**src/rtl/chip_est_pkg.sv**
```systemverilog
package chip_est_pkg;
  typedef enum logic {DIV_IDLE, DIV_RUN} div_state_e;
endpackage

```
**src/rtl/chip_est_recip.sv**
```systemverilog
module chip_est_recip
  import chip_est_pkg::*;
#(
  parameter int PWR_W = 18
) (
  input  logic             clk,
  input  logic             rst,
  input  logic             load,
  input  logic [PWR_W-1:0] pwr,
  output logic [PWR_W-1:0] recip,
  output logic             valid,
  output logic             done,
  output logic             dz
);
  localparam int CNT_W = $clog2(PWR_W + 1);
  localparam logic [PWR_W-1:0] NUM = {1'b0, {(PWR_W-1){1'b1}}};

  div_state_e       st;
  logic [CNT_W-1:0] cnt;
  logic [PWR_W-1:0] dvd, dvs, rem;
  logic [PWR_W-2:0] quo;
  logic [PWR_W:0]   rem_sh, diff;
  logic             fits;

  // one restoring step: shift in next numerator bit, subtract if it fits
  always_comb begin
    rem_sh = {rem, dvd[PWR_W-1]};
    diff   = rem_sh - {1'b0, dvs};
    fits   = ~diff[PWR_W];
  end

  always_ff @(posedge clk) begin
    if (rst) begin
      st    <= DIV_IDLE;
      cnt   <= '0;
      dvd   <= '0;
      dvs   <= '0;
      rem   <= '0;
      quo   <= '0;
      recip <= '0;
      valid <= 1'b0;
      done  <= 1'b0;
      dz    <= 1'b0;
    end else begin
      done <= 1'b0;
      if (load) begin
        if (pwr == '0) begin
          recip <= '1;
          valid <= 1'b1;
          done  <= 1'b1;
          dz    <= 1'b1;
          st    <= DIV_IDLE;
        end else begin
          st    <= DIV_RUN;
          valid <= 1'b0;
          cnt   <= CNT_W'(PWR_W);
          dvd   <= NUM;
          dvs   <= pwr;
          rem   <= '0;
          quo   <= '0;
        end
      end else if (st == DIV_RUN) begin
        rem <= fits ? diff[PWR_W-1:0] : rem_sh[PWR_W-1:0];
        dvd <= {dvd[PWR_W-2:0], 1'b0};
        quo <= {quo[PWR_W-3:0], fits};
        cnt <= cnt - 1'b1;
        if (cnt == CNT_W'(1)) begin
          recip <= {quo, fits};
          valid <= 1'b1;
          done  <= 1'b1;
          st    <= DIV_IDLE;
        end
      end
    end
  end
endmodule

```
**src/rtl/chip_est_scale.sv**
```systemverilog
module chip_est_scale #(
  parameter int ACC_W = 18,
  parameter int PWR_W = 18,
  parameter int IDX_W = 5
) (
  input  logic                    clk,
  input  logic                    rst,
  input  logic                    in_vld,
  input  logic signed [ACC_W-1:0] in_re,
  input  logic signed [ACC_W-1:0] in_im,
  input  logic [IDX_W-1:0]        in_idx,
  input  logic [PWR_W-1:0]        recip,
  input  logic                    recip_ok,
  output logic                    out_vld,
  output logic [IDX_W-1:0]        out_idx,
  output logic signed [ACC_W-1:0] out_re,
  output logic signed [ACC_W-1:0] out_im
);
  localparam int FRAC   = PWR_W - 1;
  localparam int PROD_W = ACC_W + PWR_W + 1;

  logic signed [ACC_W-1:0]  lane_in  [2];
  logic signed [PROD_W-1:0] lane_p   [2];
  logic signed [ACC_W-1:0]  lane_s1  [2];
  logic                     s1_vld;
  logic [IDX_W-1:0]         s1_idx;

  assign lane_in[0] = in_re;
  assign lane_in[1] = in_im;

  for (genvar g = 0; g < 2; g++) begin : g_lane
    always_comb lane_p[g] = lane_in[g] * $signed({1'b0, recip});
    always_ff @(posedge clk) begin
      if (rst) lane_s1[g] <= '0;
      else     lane_s1[g] <= lane_p[g][FRAC+ACC_W-1:FRAC];
    end
  end

  always_ff @(posedge clk) begin
    if (rst) begin
      s1_vld  <= 1'b0;
      s1_idx  <= '0;
      out_vld <= 1'b0;
      out_idx <= '0;
      out_re  <= '0;
      out_im  <= '0;
    end else begin
      s1_vld  <= in_vld && recip_ok;
      s1_idx  <= in_idx;
      out_vld <= s1_vld;
      out_idx <= s1_idx;
      out_re  <= lane_s1[0];
      out_im  <= lane_s1[1];
    end
  end
endmodule

```
**src/rtl/chip_est_mem.sv**
```systemverilog
module chip_est_mem #(
  parameter int DATA_W = 36,
  parameter int ADDR_W = 5
) (
  input  logic              clk,
  input  logic              we,
  input  logic [ADDR_W-1:0] waddr,
  input  logic [DATA_W-1:0] wdata,
  input  logic [ADDR_W-1:0] raddr,
  output logic [DATA_W-1:0] rdata
);
  localparam int DEPTH = 1 << ADDR_W;
  logic [DATA_W-1:0] mem [DEPTH];

  always_ff @(posedge clk) begin
    if (we) mem[waddr] <= wdata;
    rdata <= mem[raddr];
  end
endmodule

```
**src/rtl/chip_est_despread.sv**
```systemverilog
module chip_est_despread #(
  parameter int ACC_W = 18,
  parameter int SHIFT = 9,
  localparam int OUT_W = ACC_W - SHIFT
) (
  input  logic                    clk,
  input  logic                    rst,
  input  logic                    in_vld,
  input  logic signed [OUT_W-1:0] in_re_hi,
  input  logic signed [OUT_W-1:0] in_im_hi,
  output logic                    out_vld,
  output logic signed [OUT_W-1:0] out_re,
  output logic signed [OUT_W-1:0] out_im
);
  // the upper bits of a signed word are its arithmetic right shift
  always_ff @(posedge clk) begin
    if (rst) begin
      out_vld <= 1'b0;
      out_re  <= '0;
      out_im  <= '0;
    end else begin
      out_vld <= in_vld;
      if (in_vld) begin
        out_re <= in_re_hi;
        out_im <= in_im_hi;
      end
    end
  end
endmodule

```
**src/rtl/chip_norm_est.sv**
```systemverilog
module chip_norm_est #(
  parameter int PWR_W = 18,
  parameter int ACC_W = 18,
  parameter int IDX_W = 5,
  parameter int SHIFT = 9,
  localparam int SYM_W = ACC_W - SHIFT
) (
  input  logic                    clk,
  input  logic                    rst,
  input  logic                    pwr_load,
  input  logic [PWR_W-1:0]        pwr_acc,
  input  logic signed [ACC_W-1:0] acc_re,
  input  logic signed [ACC_W-1:0] acc_im,
  input  logic                    chip_vld,
  input  logic [IDX_W-1:0]        chip_idx,
  input  logic                    sym_vld,
  input  logic [IDX_W-1:0]        rd_addr,
  output logic [PWR_W-1:0]        recip,
  output logic                    recip_valid,
  output logic                    recip_done,
  output logic                    div_zero,
  output logic                    est_we,
  output logic [IDX_W-1:0]        est_addr,
  output logic signed [ACC_W-1:0] est_re,
  output logic signed [ACC_W-1:0] est_im,
  output logic signed [ACC_W-1:0] rd_re,
  output logic signed [ACC_W-1:0] rd_im,
  output logic                    sym_out_vld,
  output logic signed [SYM_W-1:0] sym_re,
  output logic signed [SYM_W-1:0] sym_im
);
  logic [2*ACC_W-1:0] rd_word;

  chip_est_recip #(.PWR_W(PWR_W)) u_recip (
    .clk(clk), .rst(rst), .load(pwr_load), .pwr(pwr_acc),
    .recip(recip), .valid(recip_valid), .done(recip_done), .dz(div_zero)
  );

  chip_est_scale #(.ACC_W(ACC_W), .PWR_W(PWR_W), .IDX_W(IDX_W)) u_scale (
    .clk(clk), .rst(rst), .in_vld(chip_vld), .in_re(acc_re), .in_im(acc_im),
    .in_idx(chip_idx), .recip(recip), .recip_ok(recip_valid),
    .out_vld(est_we), .out_idx(est_addr), .out_re(est_re), .out_im(est_im)
  );

  chip_est_mem #(.DATA_W(2*ACC_W), .ADDR_W(IDX_W)) u_mem (
    .clk(clk), .we(est_we), .waddr(est_addr), .wdata({est_re, est_im}),
    .raddr(rd_addr), .rdata(rd_word)
  );

  assign rd_re = rd_word[2*ACC_W-1:ACC_W];
  assign rd_im = rd_word[ACC_W-1:0];

  chip_est_despread #(.ACC_W(ACC_W), .SHIFT(SHIFT)) u_desp (
    .clk(clk), .rst(rst), .in_vld(sym_vld),
    .in_re_hi(acc_re[ACC_W-1:SHIFT]), .in_im_hi(acc_im[ACC_W-1:SHIFT]),
    .out_vld(sym_out_vld), .out_re(sym_re), .out_im(sym_im)
  );
endmodule

```
**config.mk**
```make
export PLATFORM = sky130hd
export DESIGN_NAME = chip_norm_est
export DESIGN_NICKNAME = d
export VERILOG_FILES = /design/src/rtl/chip_est_pkg.sv /design/src/rtl/chip_est_recip.sv /design/src/rtl/chip_est_scale.sv /design/src/rtl/chip_est_mem.sv /design/src/rtl/chip_est_despread.sv /design/src/rtl/chip_norm_est.sv
export SDC_FILE = /design/constraint.sdc
export NUM_CORES = 2
export LEC_CHECK = 0
export ABC_AREA = 1
export CAP_MARGIN = 20
export CORE_ASPECT_RATIO = 2
export CORE_MARGIN = 2
export CORE_UTILIZATION = 40
export DETAILED_ROUTE_END_ITERATION = 10
export SYNTH_ARGS = -nofsm -noshare
export SYNTH_HDL_FRONTEND = slang
export SYNTH_SLANG_ARGS = --single-unit
```
**constraint.sdc**
```tcl
create_clock -name clk -period 9 [get_ports clk]
set_input_delay 1.8 -clock clk [delete_from_list [all_inputs] [get_ports clk]]
set_output_delay 1.8 -clock clk [all_outputs]
set_load 0.02 [all_outputs]
```
==> results.md <==
* Post-synth ARST share at 0%
* Post-Syn Area per Cell at 10.3 um^2
* Core Footprint at 0.189 mm^2
* Placed cell areas at 0.0804 mm^2
* Seq/Total Area, Yosys at 51.8%
* Global-route wire length before repair at 340 mm
* Synth cell count leaders: inv_1, edfxtp_1, nor2_1
* # resized after CTS at 0
* Post-CTS setup buffer count at 0
* Worst Tran Pin Value at 1.15 ns
* Filler instances at 17400
* Num CTS Buffers at 119
* GRT overflow at 0
* Yosys warnings at 0
* Final ANT Viol Nets at 0
* WP data required at 9.56 ns
* Crit-path max FO at 19
* DPL Wire Length at 150 mm
* Pre-CTS setup slack at 0.727 ns
* Mean routed wirelength per cell at 22.8 um
* Layout cells sized above 1 at 5.45%
* Setup Skew at 0.0681 ns
* Clk_lat worst skew at 0.76 ns
* Slew HR at 23.4%
* Fin crit period at 7.56 ns
* Area Growth Syn to Fin at 11.0%
* Final worst path period share at 84.0%
* IO Port Bufs at 186
* Critical path type: input pin to flip-flop
* Max Cap Viol at 0
* Die height at 620 um
* H-tree depth at 3
* Top_reg_cell synth: edfxtp_1
* Row cnt at 226
* Fmax achieved at 132 MHz
* DRT iter0 DRCs at 4593
* Die Footprint at 0.194 mm^2
* Worst EP arrival at 8.12 ns
* Most frequent cell after synthesis: inv_1
* Nets@finish at 8201
* Main area contributors after synthesis: edfxtp_1, fa_1, dfxtp_1, inv_1, nor2_1
* Clock slew at reported path FFs at 0.07 ns
* Synthesized area at 0.0760 mm^2
* Number of synthesized flops with an enable pin at 1152
* Initial antenna violation count at 17
* Syn Nets at 8190
* Drc violations at 0
* Slew Limit Fails at 0
* Setup TNS at 0 ns
* Leakage at 35.1 nW
* Synthesis-stage register bit count at 1389
* Total power at 13.8 mW
* Vias at 53800
* Finish-stage setup viols at 0
* CTS sink count at 1389
* Fin area at 0.0844 mm^2
* Vias in the first global route at 55600
* Total GRT Usage at 23.3%
* Synth Instances at 7356
* WHS at 0.389 ns
* Outcome: complete, no violations
* CTS tree: yes
* CP endpoint kind: flip-flop
* Placed Cells at 9754
* Largest net degree at the start of global routing at 190
* # IOs at 187
* Clk Tree Root Cell: clkbuf_16
* Setup ws final at 1.44 ns
* DR vias/cell at 5.39
* RSZ-0062 raised after global routing: no
* Fin cells at 9985
* # hold bufs at CTS at 0
* Final RePlAce weighted congestion at 0.908
* Util after Layout at 44.6%
* Top cell type's share of synthesized area at 45.5%
* WL final at 228 mm
* Top cell type by total area after synthesis: edfxtp_1
* Count of cell types in the netlist at 47
* Crit start category: input pin
* Clock Path Buffers at 3
* Initial core utilization at 40.2%
* Worst min-delay path class: flip-flop to flip-flop
* Power Dens Cells at 163 mW/mm^2
* 1st-pass router iterations at 6
* Count of final hold-check violations at 0
* VDD IR-drop max at 164 uV
* Die width at 312 um
-- metal layers --
layer  GRT usage [%]  routed length (um)  up-vias
li1                -                   -    24300
met1            25.5               80700    26900
met5               0                 106        -
met3            3.14               14400      581
met2            43.7              121000     1997
met4            11.6               12200       18
-- sequential cells by signal (all words and copies together) (netlist names), 17 cells and up --
name / flops
u_mem.rdata: 36
u_scale.out_re: 18
u_recip.dvs: 18
u_scale.out_im: 18
u_scale.lane_s1: 36
u_recip.dvd: 18
u_recip.recip: 18
u_recip.rem: 18
u_mem.mem: 1152
u_recip.quo: 17
-- cells by family after synthesis --
logic type               Yosys count  synth area share, %
AO/OA/AOI/OAI                   1324                 10.2
XOR/XNOR                          18                0.207
adder cells (fa/ha/maj)          765                 17.6
buffers and inverters           1655                 8.67
flip-flops                      1389                 51.8
AND/OR/NAND/NOR                 2205                 11.5
-- area by class of cell --
| class | instances | area (um^2) | area share, % |
|---|---|---|---|
| antenna | 6 | 15.0 | 0.0178 |
| timing repair buffer | 324 | 3000 | 3.56 |
| inverter | 1221 | 4620 | 5.47 |
| tap | 2508 | 3140 | 3.72 |
| multi-input combinational | 4312 | 30300 | 35.9 |
| clock buffer | 153 | 3200 | 3.79 |
| sequential | 1389 | 39400 | 46.6 |
| clock inverter | 72 | 737 | 0.873 |
-- worst paths after layout --
path / slack (ns) / cells past startpoint / end / startpoint
max reg2reg: 2.19 / 20 / u_scale.lane_s1[1][10] / u_recip.recip[14]
min reg2reg: 0.39 / 2 / u_scale.out_im[7] / u_scale.lane_s1[1][7]
min: 0.39 / 2 / u_scale.out_im[7] / u_scale.lane_s1[1][7]
max: 1.44 / 18 / u_scale.lane_s1[0][0] / acc_re[10]
-- layout by cell type, fill, tap and decap left out, types with 77 or more instances in the layout --
master / Yosys / layout
a21oi_1: 189 / 189
buf_4: 28 / 133
clkbuf_16: 0 / 119
clkdlybuf4s50_1: 0 / 180
dfxtp_1: 237 / 225
edfxtp_1: 1152 / 1152
fa_1: 511 / 511
ha_1: 254 / 254
inv_1: 1210 / 1210
nand2_1: 966 / 966
nand3_1: 185 / 185
nor2_1: 971 / 939
o21ai_0: 679 / 679
o221ai_1: 232 / 232
o22ai_1: 77 / 77
-- critical path, cell delays in order --
cell and delay [ns]:
clkdlybuf4s50_1 1.19, nand2_1 0.18, fa_1 0.57, inv_1 0.06, fa_1 0.51, inv_1 0.06
fa_1 0.54, inv_1 0.05, fa_1 0.48, fa_1 0.52, fa_1 0.45, ha_1 0.34
nand2_1 0.15, nor4_1 0.32, nand2_1 0.08, nand2_1 0.17, o21ai_0 0.12, a21oi_1 0.51
-- where the power goes --
part	leakage, nW	internal (mW)	total, mW	switching (mW)
registers	12.6	7.05	7.11	0.0551
clock network	1.90	2.77	5.22	2.45
logic	20.6	0.450	1.46	1.01
total	35.1	10.3	13.8	3.52
Note: power is estimated with default switching activity, not from simulation.
